<file path="src/rtl/cc_pkg.sv">
package cc_pkg;

  typedef enum logic [2:0] {
    FN_IDLE   = 3'd0,
    FN_CAPT   = 3'd1,
    FN_TIMER  = 3'd2,
    FN_TOGGLE = 3'd3,
    FN_PWM    = 3'd4
  } fn_e;

  typedef struct packed {
    logic irq_en;
    logic fall_en;
    logic rise_en;
    fn_e  fn;
  } mode_t;

  localparam int MODE_W = $bits(mode_t);

  localparam int ADDR_CTRL      = 0;
  localparam int ADDR_FLAG      = 1;
  localparam int ADDR_CNT       = 2;
  localparam int ADDR_MODE_BASE = 8;
  localparam int ADDR_VAL_BASE  = 16;

  localparam logic [1:0] SRC_SLOW = 2'b00;
  localparam logic [1:0] SRC_FAST = 2'b01;
  localparam logic [1:0] SRC_TMR  = 2'b10;
  localparam logic [1:0] SRC_EXT  = 2'b11;

endpackage

</file>
<file path="src/rtl/cc_tick.sv">
module cc_tick
  import cc_pkg::*;
#(
  parameter int DIV_SLOW = 6,
  parameter int DIV_FAST = 2
) (
  input  logic       clk,
  input  logic       rst_n,
  input  logic [1:0] sel,
  input  logic       tmr_ovf,
  input  logic       ext_cnt,
  output logic       tick
);

  localparam int SW = (DIV_SLOW > 1) ? $clog2(DIV_SLOW) : 1;
  localparam int FW = (DIV_FAST > 1) ? $clog2(DIV_FAST) : 1;
  localparam logic [SW-1:0] SLOW_LAST = SW'(DIV_SLOW - 1);
  localparam logic [FW-1:0] FAST_LAST = FW'(DIV_FAST - 1);

  logic [SW-1:0] slow_q;
  logic [FW-1:0] fast_q;
  logic [2:0]    ext_sh;
  logic          slow_hit, fast_hit, ext_rise;

  assign slow_hit = (slow_q == SLOW_LAST);
  assign fast_hit = (fast_q == FAST_LAST);
  assign ext_rise = ext_sh[1] & ~ext_sh[2];

  always_ff @(posedge clk) begin
    if (!rst_n) begin
      slow_q <= '0;
      fast_q <= '0;
      ext_sh <= '0;
    end else begin
      slow_q <= slow_hit ? '0 : slow_q + SW'(1);
      fast_q <= fast_hit ? '0 : fast_q + FW'(1);
      ext_sh <= {ext_sh[1:0], ext_cnt};
    end
  end

  always_comb begin
    unique case (sel)
      SRC_SLOW: tick = slow_hit;
      SRC_FAST: tick = fast_hit;
      SRC_TMR:  tick = tmr_ovf;
      default:  tick = ext_rise;
    endcase
  end

endmodule

</file>
<file path="src/rtl/cc_chan.sv">
module cc_chan
  import cc_pkg::*;
#(
  parameter int W = 16
) (
  input  logic         clk,
  input  logic         rst_n,
  input  mode_t        mode,
  input  logic         val_wr,
  input  logic [W-1:0] wr_data,
  input  logic [W-1:0] cnt,
  input  logic         inc,
  input  logic         pin_in,
  output logic [W-1:0] val,
  output logic         event_o,
  output logic         pin_out
);

  localparam int PW = W / 2;

  logic [2:0]    pin_sh;
  logic [W-1:0]  val_q;
  logic [PW-1:0] shadow_q;
  logic          tog_q;
  logic          pin_edge, take, cap_ev, match, cmp_ev;
  logic [W-1:0]  cnt_nxt;

  assign pin_edge = pin_sh[1] ^ pin_sh[2];
  assign take     = pin_edge & ((pin_sh[1] & mode.rise_en) | (~pin_sh[1] & mode.fall_en));
  assign cap_ev   = (mode.fn == FN_CAPT) & take;
  assign cnt_nxt  = cnt + W'(1);
  assign match    = inc & (cnt_nxt == val_q);
  assign cmp_ev   = ((mode.fn == FN_TIMER) | (mode.fn == FN_TOGGLE)) & match;
  assign event_o  = cap_ev | cmp_ev;
  assign val      = val_q;

  always_ff @(posedge clk) begin
    if (!rst_n) begin
      pin_sh   <= '0;
      val_q    <= '0;
      shadow_q <= '0;
      tog_q    <= 1'b0;
    end else begin
      pin_sh <= {pin_sh[1:0], pin_in};
      if (val_wr)      val_q <= wr_data;
      else if (cap_ev) val_q <= cnt;
      if (inc && (cnt[PW-1:0] == '1)) shadow_q <= val_q[W-1:PW];
      if ((mode.fn == FN_TOGGLE) && match) tog_q <= ~tog_q;
    end
  end

  always_comb begin
    if (mode.fn == FN_PWM)         pin_out = (cnt[PW-1:0] >= shadow_q);
    else if (mode.fn == FN_TOGGLE) pin_out = tog_q;
    else                           pin_out = 1'b0;
  end

endmodule

</file>
<file path="src/rtl/cc_array.sv">
module cc_array
  import cc_pkg::*;
#(
  parameter int NUM_CH   = 5,
  parameter int CNT_W    = 16,
  parameter int ADDR_W   = 5,
  parameter int DIV_SLOW = 6,
  parameter int DIV_FAST = 2
) (
  input  logic              clk,
  input  logic              rst_n,
  input  logic              wr_en,
  input  logic [ADDR_W-1:0] wr_addr,
  input  logic [CNT_W-1:0]  wr_data,
  input  logic [ADDR_W-1:0] rd_addr,
  output logic [CNT_W-1:0]  rd_data,
  input  logic              tmr_ovf_in,
  input  logic              ext_cnt_in,
  input  logic [NUM_CH-1:0] ch_pin_in,
  output logic [NUM_CH-1:0] ch_pin_out,
  output logic              irq
);

  localparam int FLAG_W = NUM_CH + 1;

  logic [1:0]        sel_q;
  logic              run_q, ovf_ie_q;
  logic [CNT_W-1:0]  cnt_q;
  logic [FLAG_W-1:0] flags_q, flag_set, flag_clr, irq_mask;
  mode_t             mode_q [NUM_CH];
  logic [CNT_W-1:0]  val_w  [NUM_CH];
  logic [NUM_CH-1:0] ch_ev, val_wr, mode_wr;
  logic              tick, inc, wrap, ctrl_wr, flag_wr, cnt_wr;

  assign ctrl_wr = wr_en & (wr_addr == ADDR_W'(ADDR_CTRL));
  assign flag_wr = wr_en & (wr_addr == ADDR_W'(ADDR_FLAG));
  assign cnt_wr  = wr_en & (wr_addr == ADDR_W'(ADDR_CNT));

  cc_tick #(.DIV_SLOW(DIV_SLOW), .DIV_FAST(DIV_FAST)) u_tick (
    .clk     (clk),
    .rst_n   (rst_n),
    .sel     (sel_q),
    .tmr_ovf (tmr_ovf_in),
    .ext_cnt (ext_cnt_in),
    .tick    (tick)
  );

  assign inc  = run_q & tick;
  assign wrap = inc & (cnt_q == '1);

  always_ff @(posedge clk) begin
    if (!rst_n) begin
      sel_q    <= '0;
      run_q    <= 1'b0;
      ovf_ie_q <= 1'b0;
      cnt_q    <= '0;
    end else begin
      if (ctrl_wr) begin
        sel_q    <= wr_data[1:0];
        run_q    <= wr_data[2];
        ovf_ie_q <= wr_data[3];
      end
      if (cnt_wr)   cnt_q <= wr_data;
      else if (inc) cnt_q <= cnt_q + CNT_W'(1);
    end
  end

  for (genvar i = 0; i < NUM_CH; i++) begin : g_ch
    assign mode_wr[i] = wr_en & (wr_addr == ADDR_W'(ADDR_MODE_BASE + i));
    assign val_wr[i]  = wr_en & (wr_addr == ADDR_W'(ADDR_VAL_BASE + i));

    always_ff @(posedge clk) begin
      if (!rst_n)          mode_q[i] <= '0;
      else if (mode_wr[i]) mode_q[i] <= mode_t'(wr_data[MODE_W-1:0]);
    end

    cc_chan #(.W(CNT_W)) u_chan (
      .clk     (clk),
      .rst_n   (rst_n),
      .mode    (mode_q[i]),
      .val_wr  (val_wr[i]),
      .wr_data (wr_data),
      .cnt     (cnt_q),
      .inc     (inc),
      .pin_in  (ch_pin_in[i]),
      .val     (val_w[i]),
      .event_o (ch_ev[i]),
      .pin_out (ch_pin_out[i])
    );

    assign irq_mask[i] = mode_q[i].irq_en;
  end

  assign irq_mask[NUM_CH] = ovf_ie_q;
  assign flag_set = {wrap, ch_ev};
  assign flag_clr = flag_wr ? wr_data[FLAG_W-1:0] : '0;

  always_ff @(posedge clk) begin
    if (!rst_n) flags_q <= '0;
    else        flags_q <= (flags_q & ~flag_clr) | flag_set;
  end

  assign irq = |(flags_q & irq_mask);

  always_comb begin
    rd_data = '0;
    if (rd_addr == ADDR_W'(ADDR_CTRL)) rd_data = CNT_W'({ovf_ie_q, run_q, sel_q});
    if (rd_addr == ADDR_W'(ADDR_FLAG)) rd_data = CNT_W'(flags_q);
    if (rd_addr == ADDR_W'(ADDR_CNT))  rd_data = cnt_q;
    for (int i = 0; i < NUM_CH; i++) begin
      if (rd_addr == ADDR_W'(ADDR_MODE_BASE + i)) rd_data = CNT_W'(mode_q[i]);
      if (rd_addr == ADDR_W'(ADDR_VAL_BASE + i))  rd_data = val_w[i];
    end
  end

endmodule

</file>
<file path="config.mk">
export PLATFORM = sky130hd
export DESIGN_NAME = cc_array
export DESIGN_NICKNAME = d
export VERILOG_FILES = /design/src/rtl/cc_pkg.sv /design/src/rtl/cc_tick.sv /design/src/rtl/cc_chan.sv /design/src/rtl/cc_array.sv
export SDC_FILE = /design/constraint.sdc
export NUM_CORES = 1
export LEC_CHECK = 0
export CORE_ASPECT_RATIO = 1.5
export CORE_MARGIN = 3
export CORE_UTILIZATION = 55
export CTS_CLUSTER_SIZE = 10
export DETAILED_ROUTE_END_ITERATION = 6
export PLACE_DENSITY = 0.76
export SLEW_MARGIN = 25
export SYNTH_ARGS = -nofsm -noshare
export SYNTH_HDL_FRONTEND = slang
export SYNTH_SLANG_ARGS = --single-unit
</file>
<file path="constraint.sdc">
create_clock -name clk -period 4.1 [get_ports clk]
set_input_delay 0.41 -clock clk [delete_from_list [all_inputs] [get_ports clk]]
set_output_delay 0.41 -clock clk [all_outputs]
set_load 0.03 [all_outputs]
</file>
* Yosys cells after proc, flatten, opt, wreduce, memory -nomap -nowiden
Memory sizes are Yosys's and may differ from the RTL's.
Index checks and enable logic that the tools add are counted.
Widths: inputs -> output; s select.
** Storage, ports and cells
- Bits in registers :: 173
- Memory bits (writable) :: 30
- Input port bits :: 36
- Word-level logic and storage cells :: 254
- Memories kept :: 1
** Cells by class
- Add/sub/neg operators :: 3
- $lt $le $gt $ge :: 5
- Equal/unequal tests :: 54
- Mux-type cells :: 58
- Bitwise gates (word level) :: 87
- Reductions and logical operators :: 18
** Memory list
- mode_q :: depth 5, width 6, read ports 5, clocked after Yosys merged registers in 0, wr ports 5, RTL line cc_array.sv:30 : mode_t mode_q [NUM_CH];
** Operator list (count)
- $mux 16 :: 24
- $eq 16x16->1 :: 5
- $eq 5x4->1 const B :: 10
- $eq 5x5->1 const B :: 10
- $and 1x1->1 :: 46
- $ge 8x8->1 :: 5
- $mux 6 :: 6
- $eq 3x2->1 const B :: 10
- $mux 1 :: 26
- $or 1x1->1 :: 20
- $eq 3x3->1 const B :: 6
- $add 16x1->16 const B :: 1
- $eq 16x16->1 const B :: 1
- $eq 3x1->1 const B :: 5
- $and 6x6->6 :: 2
- $not 1->1 :: 12
- $reduce_bool 2->1 :: 6
- $eq 5x1->1 const B :: 2
- $eq 5x2->1 const B :: 2
- $logic_not 5->1 :: 2
- $eq 8x8->1 const B :: 1
- $logic_and 1x1->1 :: 6
- $not 6->6 :: 1
- $or 6x6->6 :: 1
- 10 further kinds :: 15

* Logic depth before layout (Yosys ltp)
- Depth after elaboration :: 14
- Gate-level depth with buffers :: 12
- Mapped depth without buffers :: 9

* By module
From an unflattened synthesis, not the netlist that was laid out.
** Unflattened totals
- Cell total of the unflattened synthesis :: 1738
- Area total of the unflattened synthesis :: 13848.3 um2
** Modules (own cells, without submodules)
- cc_chan (g_ch[0].u_chan ...) :: instances 4, cells each 255, area an instance 1958.1 um2, sequential area each 560.5 um2
- cc_array :: instances 1, cells each 456, area an instance 3793.6 um2, sequential area each 1421.4 um2
- cc_chan (g_ch[4].u_chan) :: instances 1, cells each 239, area an instance 1954.4 um2, sequential area each 560.5 um2
- cc_tick :: instances 1, cells each 23, area an instance 267.8 um2, sequential area each 140.1 um2

* Least setup slack after synthesis
Ideal clock, no wire load.
- Path kind :: register -> register
- Start point :: reg cnt_q[1]
- End point :: reg g_ch[4].u_chan.tog_q
- Library setup time :: 0.071 ns
- Data arrival time :: 3.397 ns
- Slack :: 0.632 ns
- Cell stages (with the launch flop) :: 10
- Buffers on the path :: 1
- Cells stage by stage :: dfxtp_1 ha_1 buf_4 nand3_4 nor4_2 mux2_2 or4_1 or4_1 or4_1 a21oi_1
** Between the ends
- Cells in the longest elaborated chain, start to end :: 4
** RTL lines
- start: declaration :: RTL line cc_array.sv:28 : logic [CNT_W-1:0] cnt_q;
- start signal: assignment :: RTL line cc_array.sv:63 : if (cnt_wr) cnt_q <= wr_data;
- start signal: assignment :: RTL line cc_array.sv:64 : else if (inc) cnt_q <= cnt_q + CNT_W'(1);
- $add 16x1->16 :: RTL line cc_chan.sv:31 : assign cnt_nxt = cnt + W'(1);
- $eq 16x16->1 :: RTL line cc_chan.sv:32 : assign match = inc & (cnt_nxt == val_q);
- $and 1x1->1 :: RTL line cc_chan.sv:32
- $logic_and 1x1->1 :: RTL line cc_chan.sv:48 : if ((mode.fn == FN_TOGGLE) && match) tog_q <= ~tog_q;
- end signal: assignment :: RTL line cc_chan.sv:48
- end: declaration :: RTL line cc_chan.sv:24 : logic tog_q;
No other way between the ends.
A chain may end at the register's enable or synchronous reset.

* Worst setup path in the final report
- Start point :: reg cnt_q[2]
- End point :: out ch_pin_out[2]
** Between the ends
- Cells in the longest elaborated chain, start to end :: 2
** RTL lines
- $ge 8x8->1 :: RTL line cc_chan.sv:53 : if (mode.fn == FN_PWM) pin_out = (cnt[PW-1:0] >= shadow_q);
- $mux 1 :: RTL line cc_chan.sv:53
- end: declaration :: RTL line cc_array.sv:20 : output logic [NUM_CH-1:0] ch_pin_out,
No other way between the ends.

==> out/metrics.csv <==
stage;metric;value;unit
routing;postRouteWirelength;44500;µm
power;power.density;305;nW/µm²
timing;period_needed;3.76;ns
timing;clock-skew-final;0.0311;ns
clocking;max-clock-path-buffers;3;
routing;routed-wl-met2;21400;µm
floorplanning;dieWidth;130;µm
clocking;cts.repair_timing.setup_buffer_count;0;
yosys;netlist_cell_types;71;
critical_path;critical-path-top-delay-family;buffers and inverters;
routing;num_vias;11600;
critical_path;path_buf_inv;2;
yosys;synth-edff-count;30;
critical_path;critPathMaxStageDelay;0.65;ns
timing;slew_violations;0;
clocking;cts_hold_repair.buffers;0;
floorplanning;floorplan.core_area;22500;µm²
yosys;ys_dominant_reg_cell;dfxtp_1;
critical_path;worst_setup_path_start_kind;flip-flop;
critical_path;setup.worst_path.class;reg2out;
clocking;clock_tree.htree_level_count;1;
critical_path;worstPathArrival;3.35;ns
routing;route.layer.met1.wl;15700;µm
yosys;syn_avg_cell_area;8.55;µm²
global_route;grt_antenna_before_repair;0;
yosys;ys_seq_area_share;34.6;%
yosys;ys.warnings.count;0;
critical_path;path_common_cell;a21o_1;
timing;max_slew.worst_pin.slew;0.989;ns
routing;wire_per_inst;24.9;µm
floorplanning;dieArea;24900;µm²
timing;setup_viol;0;
routing;topRoutingLayerUsed;met4;
final_layout;final_nets;1586;
placement;pre_cts_slack;0.571;ns
final_layout;area_delta_synth_final;13.1;%
yosys;ys_top_cells_by_area;dfxtp_1, mux2i_1, edfxtp_1, a211oi_1, xnor3_1;
outcome;violations;DRC;
hold_path;hold_path_class;reg2reg;
critical_path;crit_chain;buf_4 -> ha_1 -> a21o_1 -> a21o_1 -> a21o_1 -> a21oi_1 -> o21ai_0 -> clkdlybuf4s50_1;
yosys;synthesis.nets;1556;
routing;post_drt_via_cell_ratio;6.49;
final_layout;share_of_cells_above_drive_strength_1;7.79;%
flow_run;timing.max_cap.violations;0;
routing;detail_route_antenna_nets;0;
clocking;clock_sinks;203;
critical_path;critPathCaptureType;primary output;
critical_path;critical_path.slowest_cell;dfxtp_1;
routing;drt_pass1_iterations;7;
floorplanning;placementRows;67;
clocking;clk_latency_worst_skew_pair;0.54;ns
timing;rsz_0062_raised_after_global_routing;false;
floorplanning;floorplan.initialDensity;56.2;%
timing;final_min_period_over_clock_period;91.7;%
routing;post-route-drc-count;3;
power;ir_drop;0.000318;V
clocking;clockRootBuffer;clkbuf_16;
clocking;clk_pin_slew;0.05;ns
timing;final_critical_path_setup_slack;0.341;ns
clocking;cts-resized-gates;0;
yosys;synthDominantCellAreaShare;27.4;%
floorplanning;die_height;192;µm
final_layout;fillerInstances;1975;
timing;timing.setup.tns;0;ns
global_route;gr-total-overflow;0;
timing;slew_headroom;33.3;%
global_route;first_pass_grt_wire_length;67700;µm
timing;fmax;266;MHz
global_route;vias_in_the_first_global_route;11500;
clocking;tritoncts_clock_tree;built;
final_layout;most-common-layout-cells;dfxtp_1, nor2_1, nand2_1;
routing;initial_drt_markers;1111;
critical_path;timing.critical_path.required;3.69;ns
yosys;synth_async_sr_flop_share;0;%
critical_path;crit_fanout;11;
placement;place.port_buffers;57;
global_route;track_usage;35.8;%
placement;dp.final_hpwl;32800;µm
floorplanning;io_pins;58;
timing;report.final.hold_viol_count;0;
power;p_leak;4.98;nW
final_layout;layout.cells.most_common;dfxtp_1;
routing;met3_length;2960;µm
yosys;synth_top_cell_by_area;dfxtp_1;
final_layout;insertedDiodeCount;0;
yosys;postSynthCellCount;1477;
placement;routabilityCongestion;1.04;
yosys;synth.ff_latch_count;203;
outcome;run_status;finished with violations;
yosys;synthesis.area;12600;µm²
global_route;grt_max_degree;78;
clocking;cts-buffers-inserted;24;
## sequential cells by signal (all words and copies together), names as in the netlist
signal,cells
u_tick.ext_sh,3
g_ch.u_chan.pin_sh,15
run_q,1
g_ch.u_chan.tog_q,5
mode_q,30
u_tick.slow_q,3
g_ch.u_chan.shadow_q,40
ovf_ie_q,1
u_tick.fast_hit,1
sel_q,2
flags_q,6
cnt_q,16
g_ch.u_chan.val,80
## stage by stage
| stage | total power (W) | utilization [%] | area (µm²) | std cells | hold slack [ns] |
|---|---|---|---|---|---|
| 6_report | 0.00435 | 63.6 | 14300 | 1790 | 0.418 |
| 5_1_grt | 0.00446 | 63.6 | 14300 | 1790 | 0.429 |
| 4_1_cts | 0.00436 | 63.6 | 14300 | 1790 | 0.415 |
| 3_5_place_dp | 0.00250 | 60.6 | 13600 | 1757 | 0.405 |
| 3_3_place_gp | 0.00249 | 60.6 | 13600 | 1757 | 0.396 |
| 2_1_floorplan | 0.00233 | - | 12600 | 1477 | 0.385 |
## cell type report
type                       instances  area (µm²)  share of cell area, %
tap                              276         345                   2.42
clock buffer                      31         637                   4.46
timing repair buffer             124        1100                   7.67
clock inverter                     2        21.3                  0.149
inverter                          57         216                   1.52
sequential                       203        4360                   30.6
multi-input combinational       1097        7600                   53.2
## worst reg2reg max path, cell delays in order (launching register included)
cell	delay, ns
dfxtp_1	0.65
nand3_4	0.30
nor4_2	0.43
mux2_2	0.38
or4_1	0.51
or4_1	0.58
or4_1	0.41
a21oi_1	0.15
## path summary, 6_finish.rpt
| path | endpoint | cells after the start | slack, ns | from |
|---|---|---|---|---|
| min reg2reg | u_tick.fast_hit$_SDFF_PP0_ | 1 | 0.42 | u_tick.fast_hit$_SDFF_PP0_ |
| max reg2reg | g_ch[4].u_chan.tog_q$_SDFFE_PN0P_ | 7 | 0.60 | cnt_q[2]$_SDFFE_PN0P_ |
| min | u_tick.fast_hit$_SDFF_PP0_ | 1 | 0.42 | u_tick.fast_hit$_SDFF_PP0_ |
| max | ch_pin_out[2] | 8 | 0.34 | cnt_q[2]$_SDFFE_PN0P_ |
## report_power, final
part           total, W  switching, W  internal (W)
combinational  0.000354      0.000215      0.000139
sequential      0.00211     0.0000485       0.00206
clock           0.00189      0.000814       0.00107
total           0.00435       0.00108       0.00327
## per-layer routing
metal / GRT usage, % / vias up
met5: 0 / -
met4: 29.0 / 0
met3: 4.90 / 237
met2: 60.4 / 611
met1: 39.5 / 5432
li1: - / 5330
## cells in the mapped netlist (6+ instances only)
cell type and count:
a211oi_1 96, a21o_1 20, a21oi_1 78, a22oi_1 45, a31oi_1 9, and2_1 57
and3_1 11, buf_1 16, buf_2 7, buf_4 6, clkbuf_1 90, dfxtp_1 173
edfxtp_1 30, ha_1 43, inv_1 56, mux2i_1 92, nand2_1 152, nand2b_1 17
nand3_1 35, nand4_1 13, nor2_1 157, nor2b_1 10, nor3_1 16, nor4_1 15
o211ai_1 7, o21ai_0 32, or4_1 13, xnor2_1 44, xnor3_1 27, xor2_1 25
## logic make-up after synthesis
group,synth area share (%)
compound gates,18.0
xor+xnor,9.82
fa+ha+maj,4.26
buf+inv,5.57
flops,34.6
mux,7.38
simple gates,20.4
No activity file was read; power rests on OpenSTA's default activity.
